**config.mk**
```make
export PLATFORM = sky130hd
export DESIGN_NAME = tfw_state_buffer
export DESIGN_NICKNAME = d
export VERILOG_FILES = /design/src/rtl/tfw_pkg.sv /design/src/rtl/tfw_window.sv /design/src/rtl/tfw_entry.sv /design/src/rtl/tfw_read_port.sv /design/src/rtl/tfw_state_buffer.sv
export SDC_FILE = /design/constraint.sdc
export NUM_CORES = 2
export LEC_CHECK = 0
export ABC_AREA = 1
export BUFFER_PORTS_ARGS = -buffer_cell sky130_fd_sc_hd__buf_2
export CORE_MARGIN = 2
export CORE_UTILIZATION = 40
export CTS_CLUSTER_DIAMETER = 30
export DETAILED_ROUTE_END_ITERATION = 6
export SLEW_MARGIN = 15
export SYNTH_ARGS = -nofsm -noshare
export SYNTH_HDL_FRONTEND = slang
export SYNTH_HIERARCHICAL = 1
export SYNTH_SLANG_ARGS = --single-unit
```
**constraint.sdc**
```tcl
create_clock -name clk_i -period 2.1 [get_ports clk_i]
set_input_delay 0.21 -clock clk_i [delete_from_list [all_inputs] [get_ports clk_i]]
set_output_delay 0.21 -clock clk_i [all_outputs]
set_load 0.02 [all_outputs]
```
**src/rtl/tfw_pkg.sv**
```systemverilog
package tfw_pkg;
  localparam int unsigned TS_W      = 64;
  localparam int unsigned TS_SEC_W  = 40;
  localparam int unsigned TS_FRAC_W = 24;
  typedef logic [TS_W-1:0] tstamp_t;  // [63:24] seconds, [23:0] fraction
endpackage

```
**src/rtl/tfw_window.sv**
```systemverilog
module tfw_window #(
  parameter int unsigned N_ENTRIES = 4,
  parameter int unsigned IDX_W     = 2
) (
  input  logic [IDX_W-1:0]     slot_i,
  output logic [N_ENTRIES-1:0] win_o
);
  // one-hot open window; slot codes >= N_ENTRIES open nothing
  for (genvar e = 0; e < N_ENTRIES; e++) begin : g_win
    assign win_o[e] = (slot_i == IDX_W'(e));
  end
endmodule

```
**src/rtl/tfw_entry.sv**
```systemverilog
module tfw_entry
  import tfw_pkg::*;
#(
  parameter int unsigned N_WORDS = 2,
  parameter int unsigned WORD_W  = 32,
  parameter int unsigned WSEL_W  = 1,
  parameter tstamp_t     ACC     = 64'd1000
) (
  input  logic                            clk_i,
  input  logic                            rst_ni,
  input  tstamp_t                         gtime_i,
  input  logic                            stage_i,
  input  logic [WSEL_W-1:0]               word_i,
  input  logic [WORD_W-1:0]               data_i,
  input  logic                            commit_i,
  input  tstamp_t                         stamp_i,
  output logic [N_WORDS-1:0][WORD_W-1:0]  vis_o,
  output tstamp_t                         stamp_o,
  output logic                            fresh_o
);
  logic [N_WORDS-1:0][WORD_W-1:0] shadow_q, shadow_d, vis_q;
  tstamp_t stamp_q;
  logic    written_q;
  tstamp_t age;

  // staged word merged so a write and a commit in one cycle publish together
  always_comb begin
    shadow_d = shadow_q;
    if (stage_i) shadow_d[word_i] = data_i;
  end

  always_ff @(posedge clk_i or negedge rst_ni) begin
    if (!rst_ni) begin
      shadow_q  <= '0;
      vis_q     <= '0;
      stamp_q   <= '0;
      written_q <= 1'b0;
    end else begin
      shadow_q <= shadow_d;
      if (commit_i) begin
        vis_q     <= shadow_d;
        stamp_q   <= stamp_i;
        written_q <= 1'b1;
      end
    end
  end

  assign age     = gtime_i - stamp_q;  // modulo 2^64: future stamps look very old
  assign fresh_o = written_q && (age <= ACC);
  assign vis_o   = vis_q;
  assign stamp_o = stamp_q;
endmodule

```
**src/rtl/tfw_read_port.sv**
```systemverilog
module tfw_read_port
  import tfw_pkg::*;
#(
  parameter int unsigned N_ENTRIES = 4,
  parameter int unsigned N_WORDS   = 2,
  parameter int unsigned WORD_W    = 32,
  parameter int unsigned IDX_W     = 2,
  parameter int unsigned WSEL_W    = 1
) (
  input  logic                                           clk_i,
  input  logic                                           rst_ni,
  input  logic                                           rd_en_i,
  input  logic [IDX_W-1:0]                               rd_entry_i,
  input  logic [WSEL_W-1:0]                              rd_word_i,
  input  logic [N_ENTRIES-1:0][N_WORDS-1:0][WORD_W-1:0]  vis_i,
  input  tstamp_t [N_ENTRIES-1:0]                        stamp_i,
  input  logic [N_ENTRIES-1:0]                           fresh_i,
  output logic [WORD_W-1:0]                              rd_data_o,
  output tstamp_t                                        rd_stamp_o,
  output logic                                           rd_fresh_o
);
  logic        in_range;
  logic [WORD_W-1:0] sel_data;
  tstamp_t     sel_stamp;
  logic        sel_fresh;

  assign in_range = (int'(rd_entry_i) < N_ENTRIES) && (int'(rd_word_i) < N_WORDS);

  always_comb begin
    sel_data  = '0;
    sel_stamp = '0;
    sel_fresh = 1'b0;
    if (in_range) begin
      sel_data  = vis_i[rd_entry_i][rd_word_i];
      sel_stamp = stamp_i[rd_entry_i];
      sel_fresh = fresh_i[rd_entry_i];
    end
  end

  always_ff @(posedge clk_i or negedge rst_ni) begin
    if (!rst_ni) begin
      rd_data_o  <= '0;
      rd_stamp_o <= '0;
      rd_fresh_o <= 1'b0;
    end else if (rd_en_i) begin
      rd_data_o  <= sel_data;
      rd_stamp_o <= sel_stamp;
      rd_fresh_o <= sel_fresh;
    end
  end
endmodule

```
**src/rtl/tfw_state_buffer.sv**
```systemverilog
module tfw_state_buffer
  import tfw_pkg::*;
#(
  parameter int unsigned N_ENTRIES = 4,
  parameter int unsigned N_WORDS   = 2,
  parameter int unsigned WORD_W    = 32,
  parameter int unsigned SLOT_LSB  = 8,
  parameter logic [N_ENTRIES*TS_W-1:0] ACC_TICKS =
    {64'd4000, 64'd3000, 64'd2000, 64'd1000},
  localparam int unsigned IDX_W  = (N_ENTRIES > 1) ? $clog2(N_ENTRIES) : 1,
  localparam int unsigned WSEL_W = (N_WORDS > 1) ? $clog2(N_WORDS) : 1
) (
  input  logic                  clk_i,
  input  logic                  rst_ni,
  input  logic [TS_W-1:0]       gtime_i,
  input  logic                  wr_en_i,
  input  logic [IDX_W-1:0]      wr_entry_i,
  input  logic [WSEL_W-1:0]     wr_word_i,
  input  logic [WORD_W-1:0]     wr_data_i,
  input  logic                  wr_commit_i,
  input  logic [TS_W-1:0]       wr_stamp_i,
  input  logic                  rd_en_i,
  input  logic [IDX_W-1:0]      rd_entry_i,
  input  logic [WSEL_W-1:0]     rd_word_i,
  output logic [WORD_W-1:0]     rd_data_o,
  output logic [TS_W-1:0]       rd_stamp_o,
  output logic                  rd_fresh_o,
  output logic [N_ENTRIES-1:0]  fresh_o,
  output logic [N_ENTRIES-1:0]  conflict_o,
  output logic                  sched_err_o
);
  logic [N_ENTRIES-1:0] win;
  logic wr_ent_ok, wr_word_ok, rd_ent_ok, win_hit;
  logic stage_ok, commit_ok, bad_acc;
  logic [N_ENTRIES-1:0][N_WORDS-1:0][WORD_W-1:0] vis;
  tstamp_t [N_ENTRIES-1:0] stamps;
  logic [N_ENTRIES-1:0] conflict_q;
  logic sched_err_q;

  tfw_window #(.N_ENTRIES(N_ENTRIES), .IDX_W(IDX_W)) u_window (
    .slot_i (gtime_i[SLOT_LSB +: IDX_W]),
    .win_o  (win)
  );

  assign wr_ent_ok  = int'(wr_entry_i) < N_ENTRIES;
  assign wr_word_ok = int'(wr_word_i) < N_WORDS;
  assign rd_ent_ok  = int'(rd_entry_i) < N_ENTRIES;
  assign win_hit    = wr_ent_ok && win[wr_entry_i];
  assign stage_ok   = wr_en_i && win_hit && wr_word_ok;
  assign commit_ok  = wr_commit_i && win_hit;
  assign bad_acc    = (wr_en_i && !(win_hit && wr_word_ok)) || (wr_commit_i && !win_hit);

  for (genvar e = 0; e < N_ENTRIES; e++) begin : g_entry
    tfw_entry #(
      .N_WORDS (N_WORDS),
      .WORD_W  (WORD_W),
      .WSEL_W  (WSEL_W),
      .ACC     (ACC_TICKS[e*TS_W +: TS_W])
    ) u_entry (
      .clk_i    (clk_i),
      .rst_ni   (rst_ni),
      .gtime_i  (gtime_i),
      .stage_i  (stage_ok && (wr_entry_i == IDX_W'(e))),
      .word_i   (wr_word_i),
      .data_i   (wr_data_i),
      .commit_i (commit_ok && (wr_entry_i == IDX_W'(e))),
      .stamp_i  (wr_stamp_i),
      .vis_o    (vis[e]),
      .stamp_o  (stamps[e]),
      .fresh_o  (fresh_o[e])
    );
  end

  tfw_read_port #(
    .N_ENTRIES (N_ENTRIES),
    .N_WORDS   (N_WORDS),
    .WORD_W    (WORD_W),
    .IDX_W     (IDX_W),
    .WSEL_W    (WSEL_W)
  ) u_read (
    .clk_i      (clk_i),
    .rst_ni     (rst_ni),
    .rd_en_i    (rd_en_i),
    .rd_entry_i (rd_entry_i),
    .rd_word_i  (rd_word_i),
    .vis_i      (vis),
    .stamp_i    (stamps),
    .fresh_i    (fresh_o),
    .rd_data_o  (rd_data_o),
    .rd_stamp_o (rd_stamp_o),
    .rd_fresh_o (rd_fresh_o)
  );

  always_ff @(posedge clk_i or negedge rst_ni) begin
    if (!rst_ni) begin
      conflict_q  <= '0;
      sched_err_q <= 1'b0;
    end else begin
      if (bad_acc) sched_err_q <= 1'b1;
      if (rd_en_i && rd_ent_ok && win[rd_entry_i]) conflict_q[rd_entry_i] <= 1'b1;
    end
  end

  assign conflict_o  = conflict_q;
  assign sched_err_o = sched_err_q;
endmodule

```
Word-level counts from Yosys, hierarchy flattened
Cells that the tools add are included.
- multiplexer cells: 24
- bitwise logic cells: 1
- add/sub/neg operators: 4
- eq/ne operators: 6
- $lt $le $gt $ge: 10
- reductions and logical operators: 23
- operators with widths (cell ; number):
    $mux 64 ; 6
    $bmux 64 s2 ; 2
    $bwmux 64 ; 4
    $sub 64x64->64 ; 4
    $le 64x12->1 const B ; 2
    $mux 32 ; 3
    $le 64x10->1 const B ; 1
    $le 64x11->1 const B ; 1
    $demux 32 s1 ; 1
    $logic_and 1x1->1 ; 19
    $eq 2x2->1 const B ; 4
    $bmux 1 s2 ; 3
    $lt 2x3->1 const B ; 2
    $eq 2x1->1 const B ; 2
    $logic_not 2->1 ; 2
    $lt 1x2->1 const B ; 2
    $mux 1 ; 4
    $or 4x4->4 ; 1
    $demux 1 s2 ; 1
    $ge 2x1->1 const B ; 1
    $ge 1x1->1 const B ; 1
    $logic_not 1->1 ; 1
    $logic_or 1x1->1 ; 1
- word-level logic and storage cells: 97
- bits in registers: 874
- output and inout bits: 106
- bits of input ports: 171

Longest topological paths before layout
- word-level depth: 6
- mapped depth: 26
- depth with buffers taken out: 26

Modules after synthesis
Netlist, hierarchy kept.
- by module, submodules not included (module ; times used ; seq. area each (um^2) ; cells each ; area each (um^2)):
    tfw_entry (g_entry[2].u_entry) ; 1 ; 4829.6 ; 2073 ; 13170.1
    tfw_entry (g_entry[1].u_entry) ; 1 ; 4829.6 ; 2048 ; 13140.1
    tfw_entry (g_entry[3].u_entry) ; 1 ; 4829.6 ; 2020 ; 12953.7
    tfw_entry (g_entry[0].u_entry) ; 1 ; 4829.6 ; 1998 ; 12911.1
    tfw_read_port ; 1 ; 2427.3 ; 1501 ; 8359.3
    tfw_state_buffer ; 1 ; 125.1 ; 62 ; 374.1
    tfw_window ; 1 ; 0.0 ; 7 ; 26.3

Least setup slack after synthesis
No wires, ideal clock.
- path kind: reg-to-reg
- from: register g_entry[3].u_entry.stamp_q[2]
- to: register u_read.rd_fresh_o
- cell stages (with the launch flop): 23
- data required time: 2035 ps
- library setup time: 65 ps
- arrival: 2551 ps
- slack: -516 ps
- clock period less this slack: 2616 ps
- buffers on the path: 0
- cells stage by stage: dfrtp_1 > inv_1 > ha_1 > nand2_1 > nand2_1 > inv_2 > nand2_2 > nand2_1 > nand2_1 > nand2_1 > nand3_2 > nand2_2 > nand2_2 > or2_1 > a21oi_1 > nand2_1 > nor2_1 > nand3_1 > nor2_1 > nor2_1 > o22ai_1 > nand2_1 > nand2_1
- cells in the longest elaborated chain, start to end: 5
- RTL lines (element ; RTL line ; source):
    start, declared ; tfw_entry.sv:22 ; tstamp_t stamp_q;
    start signal, assigned ; tfw_entry.sv:42 ; stamp_q <= stamp_i;
    $sub 64x64->64 ; tfw_entry.sv:48 ; assign age = gtime_i - stamp_q;
    $le 64x12->1 ; tfw_entry.sv:49 ; assign fresh_o = written_q && (age <= ACC);
    $logic_and 1x1->1 ; tfw_entry.sv:49 ;
    via fresh_o[3] ; tfw_state_buffer.sv:28 ; output logic [N_ENTRIES-1:0] fresh_o,
    $bmux 1 s2 ; tfw_read_port.sv:36 ; sel_fresh = fresh_i[rd_entry_i];
    $mux 1 (implied by the code) ; tfw_read_port.sv:36 ;
    end signal, assigned ; tfw_read_port.sv:48 ; rd_fresh_o <= sel_fresh;
    end, declared ; tfw_read_port.sv:20 ; output logic rd_fresh_o
The timed path passes the listed nets, and every way through them passes these cells. The select of a mux whose other input is x is not followed.
A chain may end at the register's enable or synchronous reset.

Final worst setup path
- from: register g_entry[1].u_entry.stamp_q[3]
- to: output fresh_o[1]
- cells in the longest elaborated chain, start to end: 3
- RTL lines (element ; RTL line):
    start, declared ; tfw_entry.sv:22
    start signal, assigned ; tfw_entry.sv:42
    $sub 64x64->64 ; tfw_entry.sv:48
    $le 64x11->1 ; tfw_entry.sv:49
    $logic_and 1x1->1 ; tfw_entry.sv:49
    end, declared ; tfw_state_buffer.sv:28
No other way between the ends.

==> summary.md <==
| Metric | Value |
|---|---|
| Outcome | `finished, violations left` |
| Failing checks | `setup timing` |
| HP Class | `in2reg` |
| Post-Syn Nets | `a little over 10,000` |
| Initial drt markers | `5,091` |
| Synthesized instance count | `~10,000` |
| GRT Resource Usage Total | `34.31%` |
| Syn-to-layout area delta | `49.88%` |
| Netlist cell types | `~50` |
| Die X | `between 300 and 400 um` |
| Kind of end point of the critical path | `output port` |
| Area of the core | `around 150,000 um^2` |
| Clock sink total | `slightly below 900` |
| DR DRC count | `0` |
| Vias/cell | `roughly 5.0` |
| Max VDD drop | `931.5 uV` |
| Main area contributors after synthesis | `dfrtp_1 36%, nand2_1 24%, inv_1 9.7%, o21ai_0 5.5%, ha_1 5.2%` |
| Setup violations, final | `5` |
| Die ar. | `between 150,000 and 200,000 um^2` |
| Async set-reset flop share out of synthesis | `100.0%` |
| Critical path arrival | `3720 ps` |
| Commonest register cell after synthesis | `dfrtp_1` |
| Fin. Hold Viols | `0` |
| Initial Util | `about 40%` |
| Antenna viol nets, final | `0` |
| Pwr per Cell Area | `roughly 1200 nW/um^2` |
| Initial antenna violation count | `4` |
| Largest area contributor in the netlist | `dfrtp_1` |
| Pins Over Slew Limit | `0` |
| Final cell count without fillers | `about 14,000` |
| Switch Pwr | `42,720 uW` |
| Share of Yosys cell area claimed by the top area cell type | `35.89%` |
| CTS H-tree depth | `4` |
| Cell internal pwr | `about 65,000 uW` |
| Final period utilization | `187.0%` |
| Final wirelength | `approximately 270,000 um` |
| Avg Cell Area, Syn | `around 6.3 um^2` |
| Dpl hpwl | `around 210,000 um` |
| Worst setup margin | `-1828 ps` |
| Switching share of power | `around two fifths` |
| Number of global-route vias before repair | `approximately 69,000` |
| Num rows | `143` |
| Die height | `approximately 390 um` |
| First-pass GRT wire length | `406,500 um` |
| EDFF count, synth | `0` |
| CP startpoint kind | `flip-flop` |
| IO Pins | `approximately 280` |
| RR Startpoint | `g_entry[3].u_entry/stamp_o[3]$_DFFE_PN0P_` |
| CP max FO | `5` |
| Number of CTS-inserted buffers | `~200` |
| Tmin final | `between 3000 and 4000 ps` |
| Routability congestion estimate | `~1.0` |
| F_max | `between 200 and 300 MHz` |
| Largest net degree at the start of global routing | `74` |
| Setup TNS | `-8104 ps` |
| Clk pwr share | `a little under a third` |
| Clk_skew | `about 90 ps` |
| # port buffers | `approximately 280` |
| Max Cap Violations | `0` |
| Critical path class | `reg2out` |
| Share of post-route cells with drive strength above 1 | `30.64%` |
| FILL cells | `~14,000` |
| CTS Buffer Depth | `3` |
| Slew of the pin with the lowest slew margin | `729.3 ps` |
| RSZ-0062 raised after global routing | `yes` |
| HP Start | `gtime_i[9]` |
| Reg power frac | `a little over a fifth` |
| Seq/Total Area, Yosys | `around 36%` |
| #FFs+latches synth | `between 800 and 900` |
| Worst relative slew slack | `roughly 51%` |
| Post-Place Cells | `between 10,000 and 15,000` |
| Synth warnings | `6` |
| Vias | `just under 70,000` |
| Pre-Repair DR Iteration Count | `7` |
| Routed length per instance | `19.84 um` |
| Placement Setup Slack | `-1489 ps` |
| Layout net count | `about 12,000` |
| Leakage power | `approximately 0.048 uW` |
| Post-Syn Area | `a little over 60,000 um^2` |
| CTS tree | `done` |
| Reg clk slew, reported paths | `50 ps` |
| Clk Latency, worst-skew pair | `just under 900 ps` |
| Clock Root Buffer | `clkbuf_16` |
| GRT overflow | `0` |
| WP data required | `~1900 ps` |
| Critical path origin | `g_entry[1].u_entry/stamp_o[3]$_DFFE_PN0P_` |
| Combinational share of power | `between 40% and 50%` |
[metal layers]
layer / GRT usage, % / part of all wire [%]
met1: 42.45 / 41
met2: 58.42 / 48
met3: 5.632 / 6.3
met4: 15.68 / 5.1
met5: 0 / 0.041
[synthesized netlist by cell type (3+ instances only)]
| cell | number |
|---|---|
| nand2_1 | 3954 |
| inv_1 | 1582 |
| dfrtp_1 | 874 |
| nor2_1 | 696 |
| o21ai_0 | 671 |
| nand3_1 | 492 |
| a21oi_1 | 281 |
| ha_1 | 252 |
| clkbuf_1 | 184 |
| nand2_2 | 105 |
| o22ai_1 | 65 |
| o21ai_1 | 63 |
| nand4_1 | 61 |
| nand3b_1 | 60 |
| buf_2 | 44 |
| nor2_2 | 41 |
| o21bai_1 | 39 |
| inv_2 | 37 |
| nor3_1 | 37 |
| buf_1 | 36 |
| nand3_2 | 26 |
| xnor2_1 | 14 |
| a21oi_2 | 10 |
| nor3_2 | 9 |
| o21a_1 | 8 |
| xor2_1 | 8 |
| a21o_1 | 6 |
| nor2_4 | 6 |
| and3_1 | 5 |
| buf_4 | 5 |
| clkinv_1 | 5 |
| and2_1 | 4 |
| nor4_1 | 4 |
| buf_6 | 3 |
| nor4_2 | 3 |
[logic make-up after synthesis]
group	share of synthesized area, %
simple gates	36.86
flops	35.89
xor+xnor	0.3162
fa+ha+maj	5.174
compound gates	9.916
buf+inv	11.85
[metrics by stage]
stage               utilization (%)  hold slack [ps]  total power [uW]  area (um^2)
finish                        60.26            128.1            107500        91330
global route                  60.26            131.3            113400        91320
CTS                           58.74            53.85            104300        89020
detailed placement            51.33            210.5             67560        77790
global placement              51.33            211.3             67200        77790
floorplan                         -           -85.59             45880        63060
[layout by cell type, fill, tap and decap left out, types with 21 or more instances in the layout]
cell / instances
a21oi_1: 160
a21oi_2: 97
a21oi_4: 34
buf_12: 104
buf_2: 268
buf_4: 1383
buf_6: 31
bufinv_16: 28
clkbuf_16: 204
clkbuf_8: 23
clkinv_2: 45
clkinvlp_4: 27
dfrtp_1: 872
dlygate4sd3_1: 110
ha_1: 54
ha_4: 182
inv_1: 1392
inv_2: 213
nand2_1: 3595
nand2_2: 355
nand2_4: 110
nand3_1: 423
nand3_2: 75
nand3b_1: 60
nand4_1: 61
nor2_1: 484
nor2_2: 172
nor2_4: 87
nor3_1: 21
o21ai_0: 644
o21ai_1: 83
o21bai_1: 25
o22ai_1: 64
[power by group through the flow]
stage / clock network, uW / registers (uW) / logic (uW)
finish: 33100 / 22600 / 51800
global route: 34400 / 23000 / 56000
CTS: 33500 / 22500 / 48300
detailed placement: 0 / 22600 / 44900
global placement: 0 / 22500 / 44700
floorplan: 0 / 22600 / 23300
[registers in the layout (all words and copies together), names as in the netlist]
name and cells:
sched_err_o 1, g_entry.u_entry/shadow_q 256, u_read/rd_fresh_o 1, g_entry.u_entry/written_q 4
g_entry.u_entry/vis_o 256, u_read/rd_stamp_o 64, conflict_o 4, g_entry.u_entry/stamp_o 256
u_read/rd_data_o 32
[critical path, cell delays in order (launching register included)]
cell     delay [ps]
dfrtp_1         390
inv_2           120
ha_4            240
nand2_2          60
nand2_2          60
buf_4           140
inv_4            50
nand2_4          60
nand2_2         100
nand3_4         130
a21oi_2         180
nand3_2         110
nor2_2          100
nand3_1         140
nor2_1          150
nand2_1         100
nor2_4          110
nand3_2         100
nor2_4          270
buf_12          140
buf_8           100
[final timing paths]
path / endpoint / slack (ps) / cells past startpoint
worst max-delay path: fresh_o[1] / -1830 / 20
worst min-delay path: conflict_o[0]$_DFFE_PN0P_ / 130 / 7
worst max register to register: u_read/rd_fresh_o$_DFFE_PN0P_ / -1170 / 27
worst min register to register: conflict_o[3]$_DFFE_PN0P_ / 460 / 2
max in group asynchronous: g_entry[3].u_entry/vis_o[14]$_DFFE_PN0P_ / 730 / 3
min in group asynchronous: g_entry[3].u_entry/vis_o[2]$_DFFE_PN0P_ / 250 / 3
[area by class of cell]
cell class / count / area, um^2 / share of cell area (%)
inverter: 1625 / 6150 / 6.734
multi-input combinational: 6938 / 38100 / 41.72
clock buffer: 247 / 5497 / 6.019
timing repair buffer: 1900 / 15320 / 16.77
tap: 2030 / 2540 / 2.781
clock inverter: 131 / 1846 / 2.021
sequential: 874 / 21870 / 23.95
antenna: 3 / 7.507 / 0.008220
[repair_timing]
item / CTS / global route
pin swaps: 195 / 229
endpoints found under the setup margin: 5 / 5
setup buffers: 66 / 47
gates resized for setup: 656 / 591
hold buffers: 110 / 0
endpoints found under the hold margin: 1628 / 0
No activity file was read; power rests on OpenSTA's default activity.
